--- src/rtl/ps2_kbd_pkg.sv ---
package ps2_kbd_pkg;

    localparam logic [7:0] SC_RELEASE = 8'hF0;
    localparam logic [7:0] SC_EXTEND  = 8'hE0;
    localparam logic [7:0] SC_LSHIFT  = 8'h12;
    localparam logic [7:0] SC_RSHIFT  = 8'h59;
    localparam logic [7:0] SC_CTRL    = 8'h14;
    localparam logic [7:0] SC_ALT     = 8'h11;

    typedef struct packed {
        logic       alt;
        logic       ctrl;
        logic [7:0] ch;
    } key_ent_t;

    // Set 2 make code to ASCII; 0 means "no character".
    function automatic logic [7:0] sc_to_ascii(input logic [7:0] sc, input logic shift);
        logic [7:0] base;
        base = 8'h00;
        case (sc)
            8'h1C: base = "a";  8'h32: base = "b";  8'h21: base = "c";
            8'h23: base = "d";  8'h24: base = "e";  8'h2B: base = "f";
            8'h34: base = "g";  8'h33: base = "h";  8'h43: base = "i";
            8'h3B: base = "j";  8'h42: base = "k";  8'h4B: base = "l";
            8'h3A: base = "m";  8'h31: base = "n";  8'h44: base = "o";
            8'h4D: base = "p";  8'h15: base = "q";  8'h2D: base = "r";
            8'h1B: base = "s";  8'h2C: base = "t";  8'h3C: base = "u";
            8'h2A: base = "v";  8'h1D: base = "w";  8'h22: base = "x";
            8'h35: base = "y";  8'h1A: base = "z";
            8'h16: base = "1";  8'h1E: base = "2";  8'h26: base = "3";
            8'h25: base = "4";  8'h2E: base = "5";  8'h36: base = "6";
            8'h3D: base = "7";  8'h3E: base = "8";  8'h46: base = "9";
            8'h45: base = "0";
            8'h29: base = " ";
            8'h5A: base = 8'h0A;
            8'h66: base = 8'h08;
            default: base = 8'h00;
        endcase
        if (shift) begin
            if (base >= "a" && base <= "z") begin
                base = base - 8'd32;
            end else begin
                case (base)
                    "1": base = "!";  "2": base = "@";  "3": base = "#";
                    "4": base = "$";  "5": base = "%";  "6": base = "^";
                    "7": base = "&";  "8": base = "*";  "9": base = "(";
                    "0": base = ")";
                    default: base = base;
                endcase
            end
        end
        return base;
    endfunction

endpackage

--- src/rtl/ps2_frame_rx.sv ---
module ps2_frame_rx #(
    parameter int TIMEOUT_CYC = 100000
) (
    input  logic       clk,
    input  logic       rst_n,
    input  logic       kb_clk,
    input  logic       kb_dat,
    output logic [7:0] code_o,
    output logic       code_vld_o
);
    localparam int WD_W   = $clog2(TIMEOUT_CYC + 1);
    localparam int NBITS  = 11;
    localparam int CNT_W  = $clog2(NBITS + 1);

    typedef struct packed {
        logic [2:0]       clk_sync;
        logic [1:0]       dat_sync;
        logic [NBITS-1:0] shreg;
        logic [CNT_W-1:0] nbit;
        logic [WD_W-1:0]  wdog;
        logic [7:0]       code;
        logic             vld;
    } rx_st_t;

    rx_st_t st_d, st_q;

    always_comb begin
        logic fall;
        logic [NBITS-1:0] nxt;
        st_d = st_q;
        st_d.clk_sync = {st_q.clk_sync[1:0], kb_clk};
        st_d.dat_sync = {st_q.dat_sync[0], kb_dat};
        st_d.vld = 1'b0;
        fall = st_q.clk_sync[2] & ~st_q.clk_sync[1];
        nxt = {st_q.dat_sync[1], st_q.shreg[NBITS-1:1]};
        if (fall) begin
            st_d.shreg = nxt;
            st_d.wdog  = '0;
            if (st_q.nbit == CNT_W'(NBITS - 1)) begin
                st_d.nbit = '0;
                if (!nxt[0] && nxt[10] && (^nxt[9:1])) begin
                    st_d.code = nxt[8:1];
                    st_d.vld  = 1'b1;
                end
            end else begin
                st_d.nbit = st_q.nbit + 1'b1;
            end
        end else if (st_q.nbit != '0) begin
            if (st_q.wdog == WD_W'(TIMEOUT_CYC - 1)) begin
                st_d.nbit = '0;
                st_d.wdog = '0;
            end else begin
                st_d.wdog = st_q.wdog + 1'b1;
            end
        end
    end

    always_ff @(posedge clk) begin
        if (!rst_n) begin
            st_q <= '0;
            st_q.clk_sync <= 3'b111;
            st_q.dat_sync <= 2'b11;
        end else begin
            st_q <= st_d;
        end
    end

    assign code_o     = st_q.code;
    assign code_vld_o = st_q.vld;
endmodule

--- src/rtl/key_xlate.sv ---
module key_xlate
    import ps2_kbd_pkg::*;
(
    input  logic       clk,
    input  logic       rst_n,
    input  logic [7:0] code_i,
    input  logic       code_vld_i,
    output logic       push_o,
    output key_ent_t   ent_o
);
    typedef struct packed {
        logic     brk;
        logic     ext;
        logic     lsh;
        logic     rsh;
        logic     ctrl;
        logic     alt;
        logic     push;
        key_ent_t ent;
    } xl_st_t;

    xl_st_t st_d, st_q;

    always_comb begin
        logic [7:0] ch;
        st_d = st_q;
        st_d.push = 1'b0;
        ch = 8'h00;
        if (code_vld_i) begin
            if (code_i == SC_RELEASE) begin
                st_d.brk = 1'b1;
            end else if (code_i == SC_EXTEND) begin
                st_d.ext = 1'b1;
            end else begin
                st_d.brk = 1'b0;
                st_d.ext = 1'b0;
                if (code_i == SC_LSHIFT && !st_q.ext) begin
                    st_d.lsh = !st_q.brk;
                end else if (code_i == SC_RSHIFT && !st_q.ext) begin
                    st_d.rsh = !st_q.brk;
                end else if (code_i == SC_CTRL) begin
                    st_d.ctrl = !st_q.brk;
                end else if (code_i == SC_ALT) begin
                    st_d.alt = !st_q.brk;
                end else if (!st_q.brk && !st_q.ext) begin
                    ch = sc_to_ascii(code_i, st_q.lsh | st_q.rsh);
                    if (ch != 8'h00) begin
                        st_d.push     = 1'b1;
                        st_d.ent.ch   = ch;
                        st_d.ent.ctrl = st_q.ctrl;
                        st_d.ent.alt  = st_q.alt;
                    end
                end
            end
        end
    end

    always_ff @(posedge clk) begin
        if (!rst_n) st_q <= '0;
        else        st_q <= st_d;
    end

    assign push_o = st_q.push;
    assign ent_o  = st_q.ent;
endmodule

--- src/rtl/key_fifo.sv ---
module key_fifo
    import ps2_kbd_pkg::*;
#(
    parameter int DEPTH = 4
) (
    input  logic                       clk,
    input  logic                       rst_n,
    input  logic                       push_i,
    input  key_ent_t                   ent_i,
    input  logic                       pop_i,
    output key_ent_t                   head_o,
    output logic                       rdy_o,
    output logic [$clog2(DEPTH+1)-1:0] cnt_o
);
    localparam int AW    = (DEPTH > 1) ? $clog2(DEPTH) : 1;
    localparam int CNT_W = $clog2(DEPTH + 1);

    typedef struct packed {
        key_ent_t [DEPTH-1:0] mem;
        logic [AW-1:0]        wr;
        logic [AW-1:0]        rd;
        logic [CNT_W-1:0]     cnt;
    } fifo_st_t;

    fifo_st_t st_d, st_q;

    function automatic logic [AW-1:0] nxt_ptr(input logic [AW-1:0] p);
        return (p == AW'(DEPTH - 1)) ? '0 : p + 1'b1;
    endfunction

    always_comb begin
        logic pop_ok, push_ok;
        st_d = st_q;
        pop_ok  = pop_i && (st_q.cnt != '0);
        push_ok = push_i && ((st_q.cnt != CNT_W'(DEPTH)) || pop_ok);
        if (push_ok) begin
            st_d.mem[st_q.wr] = ent_i;
            st_d.wr = nxt_ptr(st_q.wr);
        end
        if (pop_ok) begin
            st_d.rd = nxt_ptr(st_q.rd);
        end
        if (push_ok && !pop_ok)      st_d.cnt = st_q.cnt + 1'b1;
        else if (pop_ok && !push_ok) st_d.cnt = st_q.cnt - 1'b1;
    end

    always_ff @(posedge clk) begin
        if (!rst_n) st_q <= '0;
        else        st_q <= st_d;
    end

    assign head_o = st_q.mem[st_q.rd];
    assign rdy_o  = (st_q.cnt != '0);
    assign cnt_o  = st_q.cnt;
endmodule

--- src/rtl/ps2_key_decoder.sv ---
module ps2_key_decoder
    import ps2_kbd_pkg::*;
#(
    parameter int TIMEOUT_CYC = 100000,
    parameter int DEPTH       = 4
) (
    input  logic       clk,
    input  logic       rst_n,
    input  logic       kb_clk_i,
    input  logic       kb_dat_i,
    input  logic       key_ack_i,
    output logic       key_rdy_o,
    output logic [7:0] key_char_o,
    output logic       key_ctrl_o,
    output logic       key_alt_o
);
    localparam int CNT_W = $clog2(DEPTH + 1);

    logic [7:0]       code_w;
    logic             code_vld_w;
    logic             push_w;
    key_ent_t         ent_w;
    key_ent_t         head_w;
    logic [CNT_W-1:0] cnt_w;

    ps2_frame_rx #(.TIMEOUT_CYC(TIMEOUT_CYC)) u_rx (
        .clk        (clk),
        .rst_n      (rst_n),
        .kb_clk     (kb_clk_i),
        .kb_dat     (kb_dat_i),
        .code_o     (code_w),
        .code_vld_o (code_vld_w)
    );

    key_xlate u_xlate (
        .clk        (clk),
        .rst_n      (rst_n),
        .code_i     (code_w),
        .code_vld_i (code_vld_w),
        .push_o     (push_w),
        .ent_o      (ent_w)
    );

    key_fifo #(.DEPTH(DEPTH)) u_fifo (
        .clk    (clk),
        .rst_n  (rst_n),
        .push_i (push_w),
        .ent_i  (ent_w),
        .pop_i  (key_ack_i),
        .head_o (head_w),
        .rdy_o  (key_rdy_o),
        .cnt_o  (cnt_w)
    );

    assign key_char_o = head_w.ch;
    assign key_ctrl_o = head_w.ctrl;
    assign key_alt_o  = head_w.alt;
endmodule

--- config.mk ---
export PLATFORM = sky130hd
export DESIGN_NAME = ps2_key_decoder
export DESIGN_NICKNAME = d
export VERILOG_FILES = /design/src/rtl/ps2_kbd_pkg.sv /design/src/rtl/ps2_frame_rx.sv /design/src/rtl/key_xlate.sv /design/src/rtl/key_fifo.sv /design/src/rtl/ps2_key_decoder.sv
export SDC_FILE = /design/constraint.sdc
export NUM_CORES = 1
export LEC_CHECK = 0
export ABC_AREA = 1
export BUFFER_PORTS_ARGS = -buffer_cell sky130_fd_sc_hd__buf_2
export CAP_MARGIN = 20
export CELL_PAD_IN_SITES_DETAIL_PLACEMENT = 0
export CELL_PAD_IN_SITES_GLOBAL_PLACEMENT = 1
export CORE_ASPECT_RATIO = 0.6
export CORE_MARGIN = 10
export CORE_UTILIZATION = 45
export CTS_CLUSTER_DIAMETER = 200
export DETAILED_ROUTE_END_ITERATION = 6
export PLACE_DENSITY_LB_ADDON = 0.05
export SLEW_MARGIN = 10
export SYNTH_ARGS = -nofsm -noshare
export SYNTH_HDL_FRONTEND = slang
export SYNTH_SLANG_ARGS = --single-unit
--- constraint.sdc ---
create_clock -name clk -period 2.7 [get_ports clk]
set_input_delay 0 -clock clk [delete_from_list [all_inputs] [get_ports clk]]
set_output_delay 0 -clock clk [all_outputs]
set_load 0.02 [all_outputs]
# [Word level (Yosys, flattened, before mapping)]
# Memory sizes are Yosys's and may differ from the RTL's. A register that Yosys moved wholly into a read port is not among the register bits.
# Index checks and enable logic that the tools add are counted.
[classes] n_mux=41 reduce_logical=36 magnitude_cmp=5 add_sub_neg=7 n_eq_ne=22 bitwise_logic=12
[op_table] op="$mux W8" n=19
[op_table] op="$eq A8 B6 Y1 const B" n=10
[op_table] op="$pmux W8 S10" n=1
[op_table] op="$mux W21" n=2
[op_table] op="$bwmux W40" n=1
[op_table] op="$eq A8 B5 Y1 const B" n=3
[op_table] op="$bmux W10 S2" n=1
[op_table] op="$demux W10 S2" n=1
[op_table] op="$mux W10" n=2
[op_table] op="$add A17 B1 Y17 const B" n=1
[op_table] op="$eq A17 B17 Y1 const B" n=1
[op_table] op="$mux W17" n=1
[op_table] op="$eq A8 B8 Y1 const B" n=2
[op_table] op="$mux W7" n=2
[op_table] op="$logic_and A1 B1 Y1" n=11
[op_table] op="$mux W11" n=1
[op_table] op="$not A1 Y1" n=10
[op_table] op="$reduce_and A9 Y1" n=1
[op_table] op="$reduce_or A9 Y1" n=1
[op_table] op="$reduce_xor A9 Y1" n=1
[op_table] op="$eq A8 B7 Y1 const B" n=1
[op_table] op="$ge A8 B7 Y1 const B" n=1
[op_table] op="$le A8 B7 Y1 const B" n=1
[op_table] op="$mux W4" n=2
[op_table] op="29 further kinds" n=46
[word_totals] wordCells=156 regBits=110 input_bits=5 mem_bits_ro=896 mem_count=1
[memory_table] name="(name not given)" depth=128 word_bits=7 read_ports=1 rd_ports_with_merged_regs=1 write_ports=0 line="ps2_kbd_pkg.sv:20" source="case (sc)"

# [Logic depth before layout (Yosys ltp)]
# Gate-level depths: netlist of run 1.
[depth] word_depth=24 ltp_mapped=24 ltp_nobuf=23

# [Modules after synthesis]
# Synthesis of run 1 repeated with hierarchy kept, for this count alone.
[unflattened] cells_unflattened=1094 hier_area_um2=7014.2
[by_module_without_submodules] module="key_fifo" seq_area_each_um2=940.9 area_per_inst_um2=2690.1 n_inst=1 cells_per_inst=428
[by_module_without_submodules] module="ps2_frame_rx" seq_area_each_um2=900.9 area_per_inst_um2=2242.2 n_inst=1 cells_per_inst=316
[by_module_without_submodules] module="key_xlate" seq_area_each_um2=340.3 area_per_inst_um2=2082.0 n_inst=1 cells_per_inst=350

# [Worst setup path before layout of run 1]
# No wires, ideal clock.
[synth_path] kind="register to register" start="register u_fifo.st_q (netlist bit u_fifo.cnt_o[0])" end="register u_fifo.st_q (netlist bit u_fifo.cnt_o[2])" setup_slack_ps=70 required_ps=2578 path_buffers=2 period_less_slack_ps=2630 t_arrival_ps=2508 path_stages_with_launch=15 cell_sequence="dfxtp_1 nor2_1 nand2_1 nand2_1 nand3_1 and2_1 clkbuf_1 clkbuf_1 ha_1 inv_1 fa_1 a21oi_1 o21ai_0 o21ai_0 a21oi_1"
[synth_between] elab_chain_cells=7 word_cells_on_any_way=14
[synth_rtl] item="start, declared" line="key_fifo.sv:25" source="fifo_st_t st_d, st_q;"
[synth_rtl] item="start signal, assigned" line="key_fifo.sv:49" source="else st_q <= st_d;"
[synth_rtl] item="$reduce_bool A3 Y1 *"
[synth_rtl] item="net key_rdy_o" line="ps2_key_decoder.sv:12" source="output logic key_rdy_o,"
[synth_rtl] item="$logic_and A1 B1 Y1 *" line="key_fifo.sv:34" source="pop_ok = pop_i && (st_q.cnt != '0);"
[synth_rtl] item="$logic_or A1 B1 Y1" line="key_fifo.sv:35" source="push_ok = push_i && ((st_q.cnt != CNT_W'(DEPTH)) || pop_ok);"
[synth_rtl] item="$logic_and A1 B1 Y1" line="key_fifo.sv:35"
[synth_rtl] item="$logic_not A1 Y1" line="key_fifo.sv:44" source="else if (pop_ok && !push_ok) st_d.cnt = st_q.cnt - 1'b1;"
[synth_rtl] item="$logic_and A1 B1 Y1" line="key_fifo.sv:44"
[synth_rtl] item="$reduce_bool A2 Y1 (no line)"
# Mark *: on every way through the listed nets, which the timed path passes. The rest lies on a longest branch. The select of a mux whose other input is x is not followed.
# A chain may end at the register's enable or synchronous reset.

==> run_results.csv, run 1 <==
group,metric,value,unit
synthesis,synth_top_area_frac,0.369,
floorplan,start_util,0.461,
power_and_ir_drop,switching_share,0.297,
worst_setup_path,rrSetupSlack,290,ps
sta,setup_viol,0,
final_layout,nNetsFinal,956,
synthesis,netlist_area,6300,um2
worst_setup_path,endpoint_kind,"register",
final_layout,fin_cells,1138,
clock_network,cts.sinks,116,
detailed_routing,drc,0,
power_and_ir_drop,internal_power,3.50,mW
synthesis,synth_edf_count,0,
global_route,grt_pass1_vias,5674,
power_and_ir_drop,p_switching,1.48,mW
final_layout,layout-drive-gt1-share,0.149,
sta,slew_headroom,0.510,
detailed_routing,post_drt_wl_per_cell,14.9,um
global_route,antenna_found_initial,0,
synthesis,ys_top_cells_by_count,"nand2_1 (193), dfxtp_1 (116), nand3_1 (101)",
status,outcome,"completed",
floorplan,die_w,173,um
synthesis,synth.distinct_cells,51,
min_path,hold_class,"primary input to register",
global_route,grtUsageTotal,0.174,
detailed_routing,postRouteAntennaNets,0,
placement,gp_congestion,0.908,
sta,maxSlewViolCount,0,
power_and_ir_drop,power.share.sequential,0.366,
synthesis,syn_nets,933,
placement,place_inst,1098,
detailed_routing,drtIter0Drc,539,
placement,dpl.hpwl,12.4,mm
detailed_routing,via_count,6010,
floorplan,die_y,112,um
clock_network,cts_tree,"done",
run,drv_cap,0,
clock_network,clk_pin_slew_worst_paths,60,ps
power_and_ir_drop,p_comb_frac,0.163,
detailed_routing,firstDrtPassIters,5,
sta,fin_crit_sh,0.894,
clock_network,clk_path_buf_depth,2,
final_layout,n_fill_cell,1339,
power_and_ir_drop,vdd_ir_drop_max,400,uV
clock_network,clk_latency,410,ps
sta,max_freq,0.414,GHz
clock_network,numCtsBuffers,17,
synthesis,yosys_most_used_dff,"dfxtp_1",
worst_setup_path,start_kind,"register",
sta,finalClockSkew,12.2,ps
worst_setup_path,cp.arrival,2760,ps
power_and_ir_drop,leakage,3.10,nW
synthesis,synth.most_common_cell,"nand2_1",
global_route,grt_overflow_total,0,
floorplan,dieArea,19300,um2
power_and_ir_drop,clockPowerShare,0.471,
synthesis,yosysWarningCount,0,
final_layout,syn_to_final_growth,16.0,%
global_route,grt_max_degree,53,
sta,final_hold_viol_count,0,
synthesis,yosysTopAreaCell,"dfxtp_1",
power_and_ir_drop,finalPower,4.98,mW
final_layout,diodes,0,
floorplan,rows,33,
detailed_routing,routed_wl,17.0,mm
clock_network,cts_root_buf,"clkbuf_16",
synthesis,synthTopCellsByArea,"dfxtp_1 (37%), nand2_1 (12%), nand3_1 (8.0%)",
worst_setup_path,cp_max_fo,18,
synthesis,syn_inst,910,
sta,worst_pin_slew,734,ps
synthesis,synth-seq-cells,116,
synthesis,async_flop_share,0,
global_route,grt_pass1_wl,28.0,mm
worst_setup_path,crit_type,"register to register",
sta,min_period,2410,ps
floorplan,ios,16,
worst_setup_path,crit_required,3050,ps
placement,io_buffers,15,
clock_network,htreeDepth,4,
floorplan,core_region_area,13700,um2
synthesis,synth.avg_cell_area,6.92,um2
synthesis,seq_area_frac_synth,0.369,
detailed_routing,vias_per_cell,5.28,
power_and_ir_drop,p_per_area,683,nW/um2
path summary, 6_finish.rpt:
| check | start | cells past startpoint | endpoint |
|---|---|---|---|
| hold / removal | rst_n | 3 | u_xlate.ent_o[0] |
| setup / recovery | u_rx.st_q[26] | 15 | register |
| setup reg to reg | u_rx.st_q[26] | 15 | register |
| hold reg to reg | u_rx.st_d[45] | 2 | u_rx.st_q[45] |
state kept, by name, indices dropped and copies added, names as in the netlist, named ones only:
register and flops:
u_rx.st_d 3, u_xlate.push_o 1, u_rx.code_o 8, u_xlate.st_q 6, u_rx.code_vld_o 1, u_fifo.st_q 44, u_xlate.ent_o 10, u_rx.st_q 33
u_fifo.cnt_o 3
routing by layer:
metal / vias to the layer above / GRT usage / share of wire
li1: 3049 / - / -
met2: 198 / 0.249 / 0.40
met5: - / 0 / 0
met1: 2749 / 0.257 / 0.53
met4: 0 / 0.0463 / 0.0071
met3: 14 / 0.0351 / 0.063
repair_timing:
| item | in CTS | in global routing |
|---|---|---|
| gates resized for setup | 0 | 12 |
| endpoints found under the setup margin | 0 | 9 |
| hold buffers | 3 | 0 |
| buffers inserted | 0 | 5 |
| hold endpoints to repair | 4 | 0 |
through the flow:
stage	setup TNS [ps]	util	instance area (um2)	hold slack (ps)	setup slack (ps)
global route	-60.1	0.534	7300	142	-29.3
CTS	0	0.527	7200	86.1	88.8
floorplan	0	-	6300	107	70.0
finish	0	0.534	7300	120	285
global placement	0	0.480	6560	187	157
detailed placement	0	0.480	6560	195	114
power groups by stage:
| stage | logic (mW) | clock network, mW | registers (mW) |
|---|---|---|---|
| after CTS | 0.809 | 2.39 | 1.82 |
| after global placement | 0.785 | 0 | 1.86 |
| after detailed placement | 0.804 | 0 | 1.86 |
| after floorplan | 0.560 | 0 | 1.83 |
| after global routing | 0.906 | 2.47 | 1.83 |
| final | 0.811 | 2.35 | 1.82 |
layout make-up:
class | instances | area, um2 | share of cell area
Timing Repair Buffer | 34 | 238 | 0.0326
Tap cell | 192 | 240 | 0.0329
Clock inverter | 13 | 170 | 0.0233
Sequential cell | 116 | 2320 | 0.318
Inverter | 105 | 403 | 0.0552
Clock buffer | 19 | 443 | 0.0606
Multi-Input combinational cell | 659 | 3480 | 0.477
cells in the final DEF (no fill, tap or decap), types with 15 or more instances in the layout:
| master | instances |
|---|---|
| a21oi_1 | 78 |
| nand2_1 | 190 |
| dfxtp_1 | 114 |
| nand3_1 | 101 |
| buf_2 | 15 |
| buf_4 | 15 |
| inv_1 | 88 |
| clkbuf_16 | 17 |
| nor2_1 | 90 |
| o21ai_0 | 51 |
kinds of logic after synthesis:
logic type,Yosys count,synth area share
adder cells (fa/ha/maj),18,0.0370
flip-flops,116,0.369
AO/OA/AOI/OAI,159,0.135
XOR/XNOR,10,0.0139
buffers and inverters,135,0.0858
AND/OR/NAND/NOR,472,0.359
worst max-delay path, stage by stage, from the launching register on:
cell and delay, ps:
dfxtp_1 390, inv_1 80, ha_1 210, nand3_1 130, nor3_4 60, buf_12 130, buf_4 140, nand3_1 160
nand3_4 250, nor2_2 350, nand3_1 140, nand3_1 110, nand2_1 50, nand2_1 60, nand2_1 40, nand2_1 60
Note: power is estimated with default switching activity, not from simulation.
==> inputs of run 2 (changes only) <==
--- a/config.mk
+++ b/config.mk
@@ -16,6 +16,7 @@
 export CTS_CLUSTER_DIAMETER = 200
 export DETAILED_ROUTE_END_ITERATION = 6
 export PLACE_DENSITY_LB_ADDON = 0.05
+export RECOVER_POWER = 50
 export SLEW_MARGIN = 10
 export SYNTH_ARGS = -nofsm -noshare
 export SYNTH_HDL_FRONTEND = slang
==> run_results.csv, run 2 (synthesis results as in run 1) <==
group,metric,value,unit
final_layout,final_common_cell,"nand2_1",
final_layout,fin_cells,1138,
worst_setup_path,crit_required,3050,ps
power_and_ir_drop,vdd_ir_drop_max,399,uV
sta,worst_pin_slew,1140,ps
placement,io_buffers,15,
global_route,grt_pass1_vias,5674,
floorplan,rows,33,
floorplan,start_util,0.461,
sta,hold_slack,114,ps
clock_network,clk_path_buf_depth,2,
detailed_routing,routed_wl,17.0,mm
floorplan,die_w,173,um
worst_setup_path,crit_slowest_cell,"dfxtp_1",
clock_network,cts_tree,"done",
final_layout,largest_reg_flops,44,
final_layout,largest-register,"u_fifo.st_q",
worst_setup_path,r2r_start,"u_rx.st_d[45]",
detailed_routing,vias_per_cell,5.27,
clock_network,numCtsBuffers,17,
sta,final_hold_viol_count,0,
global_route,grt_pass1_wl,28.0,mm
detailed_routing,postRouteAntennaNets,0,
floorplan,core_region_area,13700,um2
detailed_routing,drc,0,
placement,place_area,6560,um2
floorplan,dieArea,19300,um2
clock_network,clk_pin_slew_worst_paths,60,ps
sta,slew_headroom,0.238,
final_layout,nNetsFinal,956,
power_and_ir_drop,leakage,3.08,nW
worst_setup_path,crit_family,"simple AND/OR/NAND/NOR gates",
final_layout,syn_to_final_growth,15.6,%
worst_setup_path,crit_buf_inv,5,
floorplan,die_y,112,um
detailed_routing,post_drt_wl_per_cell,14.9,um
clock_network,cts_root_buf,"clkbuf_16",
sta,fin_crit_sh,0.903,
worst_setup_path,start_kind,"register",
sta,finalClockSkew,13.6,ps
sta,setup_viol,0,
global_route,antenna_found_initial,0,
final_layout,design_area,7280,um2
clock_network,clk_latency,410,ps
worst_setup_path,worstPathCellList,"inv_2 -> nand2_1 -> clkinvlp_2 -> nand2_1 -> nor3_4 -> buf_12 -> buf_4 -> nand3_1 -> nand3_4 -> inv_4 -> nor2_2 -> nand2_1 -> nand2_1 -> nand2_1 -> nand3_1 -> nand2_1 -> nand2_1",
detailed_routing,via_count,6001,
power_and_ir_drop,p_per_area,684,nW/um2
sta,min_period,2440,ps
detailed_routing,drtIter0Drc,628,
worst_setup_path,crit_path_max_incr_delay,300,ps
sta,maxSlewViolCount,0,
min_path,min_from,"rst_n",
worst_setup_path,crit_type,"register to register",
worst_setup_path,crit_start,"u_rx.st_d[45]",
floorplan,ios,16,
final_layout,diodes,0,
min_path,hold_class,"primary input to register",
sta,max_freq,0.410,GHz
run,drv_cap,0,
worst_setup_path,endpoint_kind,"register",
detailed_routing,firstDrtPassIters,5,
final_layout,layout-drive-gt1-share,0.143,
worst_setup_path,cpMostUsedCell,"nand2_1",
global_route,grt_overflow_total,0,
placement,place_inst,1098,
worst_setup_path,cp_num_cells,17,
global_route,grtUsageTotal,0.174,
min_path,whs_path_depth,3,
power_and_ir_drop,finalPower,4.98,mW
worst_setup_path,reg2regPathDepth,17,
placement,dpl.hpwl,12.4,mm
clock_network,cts.sinks,116,
status,outcome,"completed",
final_layout,final_cell_mix,"nand2_1 (191), dfxtp_1 (114), nand3_1 (102), nor2_1 (90), inv_1 (89)",
global_route,grt_max_degree,53,
final_layout,utilization,0.533,
worst_setup_path,cp.arrival,2790,ps
clock_network,htreeDepth,4,
worst_setup_path,cp_max_fo,18,
placement,gp_congestion,0.908,
-- run 2: final cells by class --
cell class,count,area (um2)
clock buffers,19,443
repair buffers,34,230
well taps,192,240
flip-flops and latches,116,2320
clock inverters,13,170
multi-input cells,659,3470
fillers,1343,6380
inverters,105,403
-- run 2: timing repair --
item	4_1_cts	5_1_grt
endpoints found under the setup margin	0	9
gates resized for setup	0	12
setup buffers	0	5
hold buffers	3	0
endpoints found under the hold margin	4	0
-- run 2: through the flow --
stage          setup TNS [ps]  setup slack [ps]
6_report                    0               262
5_1_grt                 -57.8             -28.7
3_5_place_dp                0               114
2_1_floorplan               0              70.0
4_1_cts                     0              88.8
3_3_place_gp                0               157
-- run 2: metal layers --
layer / track usage / part of all wire / vias up
li1: - / - / 3046
met1: 0.257 / 0.53 / 2769
met2: 0.249 / 0.41 / 172
met3: 0.0351 / 0.057 / 14
met4: 0.0463 / 0.0070 / 0
met5: 0 / 0 / -
-- run 2: worst paths after layout --
kind / endpoint / slack [ps]
max reg2reg: register / 260
max: register / 260
min: u_xlate.ent_o[0] / 110
min reg2reg: u_rx.st_q[45] / 420
-- run 2: worst reg2reg max path, stage by stage (launching register included) --
cell        delay [ps]
dfxtp_1            300
inv_2               40
nand2_1             70
clkinvlp_2         160
nand2_1            130
nor3_4             220
buf_12             140
buf_4              120
nand3_1            160
nand3_4            280
inv_4              130
nor2_2             190
nand2_1            130
nand2_1             90
nand2_1             50
nand3_1             80
nand2_1             50
nand2_1             60
-- run 2: report_power, final --
part | leakage (nW) | total, mW | internal, mW | switching (mW)
registers | 0.938 | 1.82 | 1.76 | 0.0626
logic | 1.85 | 0.805 | 0.246 | 0.559
clock network | 0.291 | 2.35 | 1.49 | 0.858
==> inputs of run 3 (changes only) <==
--- a/config.mk
+++ b/config.mk
@@ -20,4 +20,5 @@
 export SLEW_MARGIN = 10
 export SYNTH_ARGS = -nofsm -noshare
 export SYNTH_HDL_FRONTEND = slang
+export SYNTH_HIERARCHICAL = 1
 export SYNTH_SLANG_ARGS = --single-unit
==> run_results.csv, run 3 <==
group,metric,value,unit
power_and_ir_drop,clockPowerShare,0.384,
detailed_routing,firstDrtPassIters,5,
global_route,grt_pass1_wl,30.3,mm
placement,place_area,7360,um2
detailed_routing,routed_wl,17.9,mm
power_and_ir_drop,p_comb_frac,0.167,
sta,rsz0062_at_grt,"yes",
final_layout,final_common_cell,"nand2_1",
worst_setup_path,rrSetupSlack,-4,ps
final_layout,nNetsFinal,1149,
floorplan,die_w,181,um
global_route,grt_max_degree,53,
sta,setup_ws,-4.31,ps
final_layout,largest-register,"u_fifo/st_q",
status,violations,"negative setup slack",
placement,dpl.hpwl,12.9,mm
final_layout,layout-drive-gt1-share,0.204,
detailed_routing,post_drt_wl_per_cell,13.4,um
worst_setup_path,crit_type,"register to register",
placement,place_inst,1302,
status,outcome,"finished with violations",
synthesis,yosysWarningCount,6,
sta,slew_headroom,0.347,
clock_network,cts_root_buf,"clkbuf_16",
sta,max_freq,0.370,GHz
min_path,hold_end,"u_rx/code_o[4]",
detailed_routing,drc,0,
floorplan,die_y,117,um
synthesis,syn_inst,1091,
worst_setup_path,r2r_start,"u_rx/code_o[0]",
power_and_ir_drop,leakage,3.57,nW
worst_setup_path,reg2regPathDepth,21,
final_layout,design_area,8160,um2
power_and_ir_drop,vdd_ir_drop_max,384,uV
synthesis,synth.avg_cell_area,6.41,um2
clock_network,htreeDepth,3,
min_path,hold_class,"primary input to register",
floorplan,ios,16,
sta,final.setup.tns,-4.31,ps
sta,fin_crit_sh,1.00,
clock_network,clk_path_buf_depth,2,
power_and_ir_drop,switching_share,0.308,
sta,finalClockSkew,13.3,ps
sta,setup_viol,1,
final_layout,utilization,0.534,
final_layout,final_cell_mix,"nand2_1 (255), inv_1 (168), nor2_1 (114), dfxtp_1 (104), nand4_1 (66)",
clock_network,numCtsBuffers,9,
placement,io_buffers,15,
final_layout,largest_reg_flops,44,
power_and_ir_drop,finalPower,3.69,mW
clock_network,cts.sinks,109,
floorplan,core_region_area,15300,um2
sta,worst_pin_slew,978,ps
worst_setup_path,endpoint_kind,"register",
synthesis,syn_nets,1115,
detailed_routing,vias_per_cell,4.95,
min_path,min_from,"rst_n",
detailed_routing,via_count,6595,
worst_setup_path,crit_required,2970,ps
global_route,grt_overflow_total,0,
floorplan,dieArea,21100,um2
floorplan,start_util,0.457,
final_layout,diodes,0,
final_layout,syn_to_final_growth,16.7,%
synthesis,netlist_area,6990,um2
placement,gp_congestion,0.874,
global_route,grt_pass1_vias,5981,
global_route,grtUsageTotal,0.171,
worst_setup_path,rr_endpoint,"u_xlate/ent_o[8]",
power_and_ir_drop,p_switching,1.14,mW
worst_setup_path,cp.arrival,2970,ps
detailed_routing,drtIter0Drc,567,
worst_setup_path,cp_max_fo,8,
power_and_ir_drop,internal_power,2.56,mW
worst_setup_path,start_kind,"register",
clock_network,cts_tree,"done",
final_layout,fin_cells,1333,
power_and_ir_drop,p_per_area,453,nW/um2
global_route,antenna_found_initial,0,
sta,min_period,2700,ps
clock_network,clk_pin_slew_worst_paths,80,ps
detailed_routing,postRouteAntennaNets,0,
power_and_ir_drop,power.share.sequential,0.449,
floorplan,rows,35,
sta,final_hold_viol_count,0,
min_path,whs_path_depth,3,
clock_network,clk_latency,350,ps
run,drv_cap,0,
sta,maxSlewViolCount,0,
## run 3: what timing repair did
action,CTS,global route
endpoints found under the hold margin,2,0
endpoints found under the setup margin,11,11
buffers inserted,5,6
pin swaps,16,38
hold buffers,2,0
resized for setup,33,68
cloned,2,0
## run 3: layout make-up
type,instances,area (um2)
clock buffer,10,229
clock inverter,6,86.3
fill,1588,7130
inverter,192,733
multi-input combinational,738,4090
sequential,109,2200
tap,203,254
timing repair buffer,75,567
## run 3: per-layer routing
layer / part of all wire / GRT usage / up-vias / routed length [um]
li1: - / - / 3530 / -
met4: 0.0049 / 0.0375 / 0 / 87
met1: 0.59 / 0.273 / 2922 / 10500
met2: 0.36 / 0.226 / 134 / 6450
met5: 0 / 0 / - / 0
met3: 0.047 / 0.0282 / 9 / 847
## run 3: how the worst max path moves through the flow
stage                         from                to  slack (ps)  depth (start not counted)
finish              u_rx/code_o[0]  u_xlate/ent_o[8]          -4                         21
global route        u_rx/code_o[0]  u_xlate/ent_o[8]        -180                         20
CTS                 u_rx/code_o[0]  u_xlate/ent_o[8]           7                         21
detailed placement  u_rx/code_o[0]  u_xlate/ent_o[2]        -130                         19
global placement    u_rx/code_o[0]  u_xlate/ent_o[1]        -110                         21
floorplan           u_rx/code_o[0]  u_xlate/ent_o[0]         110                         19
## run 3: power groups by stage
stage                     Sequential, mW  Clock, mW  Combinational, mW
after floorplan                     1.70          0              0.452
after global placement              1.70          0              0.631
after detailed placement            1.70          0              0.628
after CTS                           1.66       1.46              0.633
after global routing                1.66       1.53              0.702
final                               1.66       1.42              0.618
## run 3: through the flow
step | setup WS [ps] | hold WS, ps
floorplan | 107 | 107
global placement | -108 | 185
detailed placement | -134 | 188
CTS | 6.92 | 16.9
global route | -180 | 46.0
finish | -4.31 | 24.9
## run 3: critical path, cell delays in order (launching register included)
cell     delay, ps
dfxtp_4        400
inv_4           50
buf_8          130
ha_4           180
buf_4          140
nand2_2         70
nand3_1         70
nand4_1        110
buf_4          140
o21ai_4         70
buf_4          160
nand2_2         80
nand3_4        100
nand2_4         90
nand3_2         80
nand2_1         90
o21ai_2         70
nor2_4         120
nand3_4        150
nand2_8        140
nand2_4         50
a21oi_2        140
